$ cat config.mk
export PLATFORM = sky130hd
export DESIGN_NAME = calc_quad
export DESIGN_NICKNAME = d
export VERILOG_FILES = /design/src/rtl/calc_pkg.sv /design/src/rtl/calc_capture.sv /design/src/rtl/calc_alu.sv /design/src/rtl/calc_pipe.sv /design/src/rtl/calc_quad.sv
export SDC_FILE = /design/constraint.sdc
export NUM_CORES = 2
export LEC_CHECK = 0
export BUFFER_PORTS_ARGS = -buffer_cell sky130_fd_sc_hd__buf_2
export CORE_MARGIN = 2
export CORE_UTILIZATION = 40
export DETAILED_ROUTE_END_ITERATION = 6
export GPL_ROUTABILITY_DRIVEN = 0
export PLACE_DENSITY_LB_ADDON = 0.25
export SETUP_SLACK_MARGIN = 0.4
export SLEW_MARGIN = 20
export SYNTH_ARGS = -nofsm -noshare
export SYNTH_HDL_FRONTEND = slang
export SYNTH_SLANG_ARGS = --single-unit
$ cat constraint.sdc
create_clock -name clk_i -period 9.69 [get_ports clk_i]
set_clock_uncertainty 0.2 [all_clocks]
set_input_delay 0.969 -clock clk_i [delete_from_list [all_inputs] [get_ports clk_i]]
set_output_delay 0.969 -clock clk_i [all_outputs]
set_load 0.02 [all_outputs]
$ cat src/rtl/calc_pkg.sv
package calc_pkg;
  localparam int unsigned CMD_W  = 4;
  localparam int unsigned RESP_W = 2;

  typedef enum logic [CMD_W-1:0] {
    OP_NOP = 4'b0000,
    OP_ADD = 4'b0001,
    OP_SUB = 4'b0010,
    OP_SHL = 4'b0101,
    OP_SHR = 4'b0110
  } op_e;

  typedef enum logic [RESP_W-1:0] {
    RSP_NONE = 2'b00,
    RSP_OK   = 2'b01,
    RSP_ERR  = 2'b10
  } rsp_e;
endpackage

$ cat src/rtl/calc_capture.sv
module calc_capture
  import calc_pkg::*;
#(
  parameter int unsigned DW = 32
) (
  input  logic             clk_i,
  input  logic             rst_ni,
  input  logic [CMD_W-1:0] cmd_i,
  input  logic [DW-1:0]    data_i,
  output logic             vld_o,
  output logic [CMD_W-1:0] cmd_o,
  output logic [DW-1:0]    opa_o,
  output logic [DW-1:0]    opb_o
);
  logic pend_q;

  always_ff @(posedge clk_i or negedge rst_ni) begin
    if (!rst_ni) begin
      pend_q <= 1'b0;
      vld_o  <= 1'b0;
      cmd_o  <= '0;
      opa_o  <= '0;
      opb_o  <= '0;
    end else begin
      vld_o <= 1'b0;
      if (pend_q) begin
        // second cycle of the request: operand b
        opb_o  <= data_i;
        vld_o  <= 1'b1;
        pend_q <= 1'b0;
      end else if (cmd_i != '0) begin
        cmd_o  <= cmd_i;
        opa_o  <= data_i;
        pend_q <= 1'b1;
      end
    end
  end

  a_r7_single_pulse: assert property (@(posedge clk_i) disable iff (!rst_ni)
    vld_o |=> !vld_o);
endmodule

$ cat src/rtl/calc_alu.sv
module calc_alu
  import calc_pkg::*;
#(
  parameter int unsigned DW = 32
) (
  input  logic [CMD_W-1:0]  cmd_i,
  input  logic [DW-1:0]     opa_i,
  input  logic [DW-1:0]     opb_i,
  output logic [RESP_W-1:0] resp_o,
  output logic [DW-1:0]     res_o
);
  localparam int unsigned SHW = $clog2(DW);

  logic [DW:0]    sum, dif;
  logic [SHW-1:0] sh;

  assign sum = {1'b0, opa_i} + {1'b0, opb_i};
  assign dif = {1'b0, opa_i} - {1'b0, opb_i};
  assign sh  = opb_i[SHW-1:0];

  always_comb begin
    resp_o = RSP_ERR;
    res_o  = '0;
    unique case (cmd_i)
      OP_ADD: if (!sum[DW]) begin resp_o = RSP_OK; res_o = sum[DW-1:0]; end
      OP_SUB: if (!dif[DW]) begin resp_o = RSP_OK; res_o = dif[DW-1:0]; end
      OP_SHL: begin resp_o = RSP_OK; res_o = opa_i << sh; end
      OP_SHR: begin resp_o = RSP_OK; res_o = opa_i >> sh; end
      default: ;
    endcase
  end
endmodule

$ cat src/rtl/calc_pipe.sv
module calc_pipe
  import calc_pkg::*;
#(
  parameter int unsigned DW = 32
) (
  input  logic              clk_i,
  input  logic              rst_ni,
  input  logic              vld_i,
  input  logic [RESP_W-1:0] resp_i,
  input  logic [DW-1:0]     res_i,
  output logic [RESP_W-1:0] resp_o,
  output logic [DW-1:0]     res_o
);
  logic [RESP_W-1:0] resp_q;
  logic [DW-1:0]     res_q;

  always_ff @(posedge clk_i or negedge rst_ni) begin
    if (!rst_ni) begin
      resp_q <= RSP_NONE;
      res_q  <= '0;
      resp_o <= RSP_NONE;
      res_o  <= '0;
    end else begin
      resp_q <= vld_i ? resp_i : RSP_NONE;
      res_q  <= (vld_i && resp_i == RSP_OK) ? res_i : '0;
      resp_o <= resp_q;
      res_o  <= res_q;
    end
  end

  a_r7_one_cycle: assert property (@(posedge clk_i) disable iff (!rst_ni)
    resp_o != RSP_NONE |=> resp_o == RSP_NONE);
  a_r7_no_rsvd: assert property (@(posedge clk_i) disable iff (!rst_ni)
    resp_o != 2'b11);
  a_r7_zero_data: assert property (@(posedge clk_i) disable iff (!rst_ni)
    resp_o != RSP_OK |-> res_o == '0);
endmodule

$ cat src/rtl/calc_quad.sv
module calc_quad
  import calc_pkg::*;
#(
  parameter int unsigned NP = 4,
  parameter int unsigned DW = 32
) (
  input  logic                 clk_i,
  input  logic                 rst_ni,
  input  logic [NP*CMD_W-1:0]  cmd_i,
  input  logic [NP*DW-1:0]     data_i,
  output logic [NP*RESP_W-1:0] resp_o,
  output logic [NP*DW-1:0]     res_o
);
  for (genvar p = 0; p < NP; p++) begin : g_port
    logic              vld;
    logic [CMD_W-1:0]  cmd;
    logic [DW-1:0]     opa, opb, res_c;
    logic [RESP_W-1:0] resp_c;

    calc_capture #(.DW(DW)) u_cap (
      .clk_i (clk_i),
      .rst_ni(rst_ni),
      .cmd_i (cmd_i[p*CMD_W +: CMD_W]),
      .data_i(data_i[p*DW +: DW]),
      .vld_o (vld),
      .cmd_o (cmd),
      .opa_o (opa),
      .opb_o (opb)
    );

    calc_alu #(.DW(DW)) u_alu (
      .cmd_i (cmd),
      .opa_i (opa),
      .opb_i (opb),
      .resp_o(resp_c),
      .res_o (res_c)
    );

    calc_pipe #(.DW(DW)) u_pipe (
      .clk_i (clk_i),
      .rst_ni(rst_ni),
      .vld_i (vld),
      .resp_i(resp_c),
      .res_i (res_c),
      .resp_o(resp_o[p*RESP_W +: RESP_W]),
      .res_o (res_o[p*DW +: DW])
    );

    a_r2_latency: assert property (@(posedge clk_i) disable iff (!rst_ni)
      vld |-> ##2 resp_o[p*RESP_W +: RESP_W] != RSP_NONE);
    a_r3_add_carry: assert property (@(posedge clk_i) disable iff (!rst_ni)
      (vld && cmd == OP_ADD && opa > ~opb) |-> ##2 resp_o[p*RESP_W +: RESP_W] == RSP_ERR);
    a_r4_sub_borrow: assert property (@(posedge clk_i) disable iff (!rst_ni)
      (vld && cmd == OP_SUB && opb > opa) |-> ##2 resp_o[p*RESP_W +: RESP_W] == RSP_ERR);
    a_r5_shift_ok: assert property (@(posedge clk_i) disable iff (!rst_ni)
      (vld && (cmd == OP_SHL || cmd == OP_SHR)) |-> ##2 resp_o[p*RESP_W +: RESP_W] == RSP_OK);
  end
endmodule

Yosys cells after proc, flatten, opt, wreduce, memory -nomap -nowiden --
Cells that the tools add are included.
Word-level totals: register bits 552, input port bits 146, word-level logic and storage cells 136
Cells by class: add/sub/neg operators 8, eq/ne operators 20, shifts and indexed selects 8, muxes and demuxes 44, bitwise logic cells 4, reductions and logical operators 16
Operators with widths (count):
- 32-bit case mux with 4 select lines | 4
- 32-bit 2-to-1 mux | 12
- 32-bit by 32-bit adder with 33-bit output | 4
- 32-bit by 32-bit subtractor with 33-bit output | 4
- 32-bit by 5-bit left shift with 32-bit output | 4
- 32-bit by 5-bit right shift with 32-bit output | 4
- 4-bit by 3-bit == test with 1-bit output, second input constant | 8
- 2-bit 2-to-1 mux | 12
- 2-bit case mux with 3 select lines | 4
- 4-bit by 1-bit == test with 1-bit output, second input constant | 4
- 4-bit by 2-bit == test with 1-bit output, second input constant | 4
- 4-bit nonzero test | 4
- 1-bit 2-to-1 mux | 12
- 2-bit by 1-bit == test with 1-bit output, second input constant | 4
- 2-bit AND reduction | 4
- 2-bit OR reduction | 4
- 1-bit logical AND | 4
- 1-bit NOT | 4

Depth between registers and ports, before layout --
depth in word-level cells 6, gate-level depth with buffers 19

Cells and area by module --
A second synthesis with hierarchy kept.
Second synthesis, totals: cell total of the unflattened synthesis 5373, area, all modules 47850.9 um^2
By module, submodules not included:
- calc_alu (g_port[1].u_alu ...) | instances 2, cells an instance 1098, area an instance 7001.7 um^2, sequential area each 0.0 um^2
- calc_capture | instances 4, cells an instance 156, area an instance 2725.1 um^2, sequential area each 1751.7 um^2
- calc_pipe | instances 4, cells an instance 111, area an instance 2103.3 um^2, sequential area each 1701.6 um^2
- calc_alu (g_port[2].u_alu) | instances 1, cells an instance 1059, area an instance 7453.4 um^2, sequential area each 0.0 um^2
- calc_alu (g_port[0].u_alu) | instances 1, cells an instance 1050, area an instance 7080.5 um^2, sequential area each 0.0 um^2

Least setup slack after synthesis --
No wires, ideal clock.
path type reg2reg, start register g_port[0].u_cap.opb_o[2], end register g_port[0].u_pipe.res_q[0], arrival 4297 ps, required time 9365 ps, path slack 5068 ps, cell stages (with the launch flop) 20, path buffers 7, clock period less this slack 4622 ps, cells stage by stage dfrtp_1 clkbuf_1 inv_1 clkbuf_1 buf_1 clkbuf_1 ha_1 buf_2 o21bai_1 a21oi_1 o311a_1 o211ai_1 a21oi_1 o31ai_2 a21o_1 buf_2 buf_2 a21oi_1 a311oi_1 nor2_1
Between the ends: longest elaborated chain between the ends 6
RTL lines:
- from (decl) | RTL line calc_capture.sv:13 | output logic [DW-1:0] opb_o
- from (signal assigned) | RTL line calc_capture.sv:28 | opb_o <= data_i;
- 32-bit by 32-bit subtractor with 33-bit output or 32-bit by 32-bit adder with 33-bit output (tied branches) | RTL line calc_alu.sv:18, calc_alu.sv:17
- 2-bit 2-to-1 mux, on equally long branches | RTL line calc_alu.sv:26, calc_alu.sv:25
- 2-bit case mux with 3 select lines | RTL line calc_alu.sv:24 | unique case (cmd_i)
- 2-bit by 1-bit == test with 1-bit output | RTL line calc_pipe.sv:25 | res_q <= (vld_i && resp_i == RSP_OK) ? res_i : '0;
- 1-bit logical AND | RTL line calc_pipe.sv:25
- 32-bit 2-to-1 mux * | RTL line calc_pipe.sv:25
- to (signal assigned) | RTL line calc_pipe.sv:25
- to (decl) | RTL line calc_pipe.sv:15 | logic [DW-1:0] res_q;
Every way passes the cells marked *; elsewhere a longest branch is shown, timed or not. A chain may end at the register's enable or synchronous reset.

Worst setup path in the final report --
start register g_port[1].u_cap.opb_o[2], end register g_port[1].u_pipe.res_q[24]
Between the ends: longest elaborated chain between the ends 6
RTL lines (RTL line):
- from (decl) | calc_capture.sv:13
- from (signal assigned) | calc_capture.sv:28
- 32-bit by 32-bit subtractor with 33-bit output or 32-bit by 32-bit adder with 33-bit output (tied branches) | calc_alu.sv:18, calc_alu.sv:17
- 2-bit 2-to-1 mux, on equally long branches | calc_alu.sv:26, calc_alu.sv:25
- 2-bit case mux with 3 select lines | calc_alu.sv:24
- 2-bit by 1-bit == test with 1-bit output | calc_pipe.sv:25
- 1-bit logical AND | calc_pipe.sv:25
- 32-bit 2-to-1 mux * | calc_pipe.sv:25
- to (signal assigned) | calc_pipe.sv:25
- to (decl) | calc_pipe.sv:15
Marked as above.

==> impl_metrics.py <==
metrics = {
    "outcome": {
        "status": "finished, final reports clean",
    },
    "drt": {
        "first_pass_iters": 6,
        "drt-wirelength-per-cell_um": 21.9,
        "ant_nets": 0,
        "totalWireLength_mm": 153,
        "viasPerCell": 6.12,
        "drt_iter0_markers": 5879,
        "vias": 42646,
        "drc": 0,
    },
    "worst_setup_path": {
        "r2r_cells": 16,
        "cpPeakStageDelay_ns": 0.62,
        "endpoint_kind": "flop",
        "path_cells": "buf_4 -> inv_2 -> buf_4 -> ha_1 -> nor2b_1 -> o31ai_1 -> a21bo_2 -> o21a_1 -> o21ai_1 -> a221oi_2 -> o41a_1 -> buf_4 -> nand2_1 -> o21ai_2 -> buf_4 -> a311oi_1",
        "path_class": "reg2reg",
        "path_max_fanout": 47,
        "crit_cells": 16,
        "crit_family": "compound AO/OA/AOI/OAI gates",
        "critPathRequiredTime_ns": 9.98,
        "startpoint_type": "flop",
        "crit_slowest_cell": "o21ai_2",
        "worst-r2r-setup-slack_ns": 4.09,
        "reg2reg_to": "g_port[1].u_pipe.res_q[24]",
        "cp.buffers_inverters": 5,
        "critPathArrivalTime_ns": 5.89,
        "r2r-start": "g_port[1].u_cap.opb_o[2]",
        "cp_common_cell": "buf_4",
    },
    "yosys": {
        "ys_seq_elements": 552,
        "async_flop_share": 1.00,
        "netlist_area_sq_mm": 0.0446,
        "synth_flop_cell": "dfrtp_1",
        "ys_seq_area_frac": 0.310,
        "yosysWarnings": 0,
        "synth.distinct_cells": 96,
        "synth_nets": 5784,
        "syn_inst": 5370,
        "avgSynthCellArea_sq_um": 8.30,
        "synth_edf_count": 0,
    },
    "sta": {
        "slew_violations": 0,
        "grt_setup_unrepaired": "false",
        "holdWs_ns": 0.121,
        "slew_headroom": 0.369,
        "finalHoldViolations": 0,
        "layout_setup_ws_ns": 4.09,
        "fin_crit_ns": 5.60,
        "finalSetupViolCount": 0,
        "worstMarginPinSlew_ns": 0.944,
        "finalCritPeriodShare": 0.578,
        "tns_ns": 0,
        "fmax_mhz": 179,
    },
    "cells_and_area": {
        "fin_nets": 5838,
        "syn_to_final_growth_pct": 10.6,
        "drive_gt1_frac": 0.140,
        "layout_commonest_cell": "nor2_1",
        "fillers": 11159,
        "final_cell_mix": "nor2_1 (569), o21ai_0 (558), dfrtp_1 (541), a21oi_1 (454), nand2_1 (437)",
    },
    "clocking": {
        "cts_inserted_buffers": 68,
        "cts-root-buf": "clkbuf_16",
        "clkTransAtPathRegs_ns": 0.07,
        "max-clock-path-buffers": 3,
        "postCtsSetupRepairBufs": 0,
        "clock-sinks": 552,
        "post_cts_resized": 0,
        "postCtsHoldBufs": 0,
        "ctsHtreeMaxLevel": 3,
        "cts_tree": "yes",
        "clk_latency_ns": 0.66,
    },
    "power": {
        "p_comb_frac": 0.594,
        "power_density_mw_per_mm2": 294,
        "switching_power_uw": 7160,
        "ir_drop_mv": 0.173,
        "power_leakage_uw": 0.0220,
        "p_seq_frac": 0.223,
        "p_clk_frac": 0.183,
        "intPower_uw": 7330,
        "swShare": 0.494,
    },
    "hold_path": {
        "hold_class": "in2async",
    },
    "global_routing": {
        "grt_pass1_vias": 39371,
        "grt_pass1_wl_mm": 235,
        "overflow": 0,
        "grt_max_degree": 137,
        "antenna_found_initial": 19,
        "grtUsageTotal": 0.260,
    },
    "flow_run": {
        "drv_cap": 0,
    },
    "floorplan": {
        "die_x_um": 338,
        "dieArea_sq_mm": 0.114,
        "die_y_um": 338,
        "io_pins": 282,
        "fp-row-count": 122,
        "fp.coreArea_sq_mm": 0.111,
        "initial_core_util": 0.403,
    },
    "placement": {
        "dpl_worst_slack_ns": 4.21,
        "port_buffers": 281,
        "place_hpwl_mm": 114,
    },
}
power groups by stage:
stage / clock network, uW / logic, uW / registers, uW
after floorplan: 0 / 6150 / 3070
after global placement: 0 / 8270 / 3250
after detailed placement: 0 / 8300 / 3260
after CTS: 2730 / 8340 / 3220
after global routing: 2820 / 9330 / 3290
final: 2650 / 8600 / 3240
worst max-delay path by stage:
stage	from	endpoint	slack (ns)
final	g_port[1].u_cap.opb_o[2]	g_port[1].u_pipe.res_q[24]	4.09
after global routing	g_port[1].u_cap.opb_o[2]	g_port[1].u_pipe.res_q[13]	3.75
after CTS	g_port[3].u_cap.opb_o[1]	g_port[3].u_pipe.res_q[10]	4.17
after detailed placement	g_port[3].u_cap.opb_o[1]	g_port[3].u_pipe.res_q[10]	4.21
after global placement	g_port[3].u_cap.opb_o[1]	g_port[3].u_pipe.res_q[10]	4.31
after floorplan	g_port[0].u_cap.opb_o[2]	g_port[0].u_pipe.res_q[0]	5.07
synth_stat cells, drive strengths merged (36+ instances only):
library cell	n	share of area
o21ai	575	0.065
nor2	573	0.048
dfrtp	552	0.31
a21oi	457	0.052
nand2	438	0.037
inv	271	0.023
ha	260	0.073
mux2i	255	0.057
clkbuf	241	0.020
mux2	163	0.041
o22ai	126	0.018
buf	121	0.013
nand2b	118	0.017
a31oi	78	0.011
nor3	72	0.0082
a21o	65	0.011
nand3	65	0.0073
mux4	59	0.030
a211oi	54	0.0092
o211ai	49	0.0083
o21bai	47	0.0079
o31ai	45	0.0077
o221ai	44	0.0088
xnor2	42	0.0083
o21a	41	0.0069
a221o	40	0.0090
nor2b	40	0.0056
nor4	36	0.0051
logic make-up (layout without fill, tap and decap cells):
family / after synthesis / in the layout / synth area share
compound gates: 1882 / 1882 / 0.267
simple gates: 1499 / 1499 / 0.151
buf+inv: 642 / 749 / 0.0573
flops: 552 / 552 / 0.310
mux: 477 / 477 / 0.128
fa+ha+maj: 268 / 268 / 0.0766
xor+xnor: 50 / 50 / 0.00983
other cells: 0 / 3 / 0
stage by stage:
stage               area (sq um)   util  total power, uW  instances
floorplan                  44600      -             9230       5370
finish                     49300  0.446            14500       6968
CTS                        49300  0.446            14300       6965
global placement           47000  0.425            11500       6842
detailed placement         47000  0.425            11600       6842
global route               49300  0.446            15400       6966
registers in the layout (all words and copies together), names as in the netlist:
register,cells
g_port.u_cap.opb_o,128
g_port.u_cap.cmd_o,16
g_port.u_cap.opa_o,128
g_port.u_pipe.res_o,128
g_port.u_cap.pend_q,4
g_port.u_pipe.res_q,128
g_port.u_cap.vld_o,4
g_port.u_pipe.resp_q,8
g_port.u_pipe.resp_o,8
worst register-to-register path, cell delays in order (launching register included):
cell and delay (ns):
dfrtp_1 0.37, buf_4 0.28, inv_2 0.09, buf_4 0.53
ha_1 0.45, nor2b_1 0.18, o31ai_1 0.33, a21bo_2 0.25
o21a_1 0.22, o21ai_1 0.15, a221oi_2 0.58, o41a_1 0.24
buf_4 0.29, nand2_1 0.17, o21ai_2 0.62, buf_4 0.39
a311oi_1 0.09
final cells by class:
class                   instances  area, sq um  share of cell area
repair buffers                346         1930              0.0392
flip-flops and latches        552        13800               0.281
well taps                    1488         1860              0.0378
inverters                     280         1050              0.0213
clock buffers                  91         1930              0.0392
multi-input cells            4176        28300               0.574
diodes                          3         7.51            0.000152
clock inverters                32          370             0.00752
metal layers:
layer	vias up	wire length, um	global-route usage
li1	19712	-	-
met1	20317	67500	0.379
met2	2241	65000	0.385
met3	356	14600	0.0469
met4	20	5410	0.0913
met5	-	122	0
(Power assumes the default switching activity.)
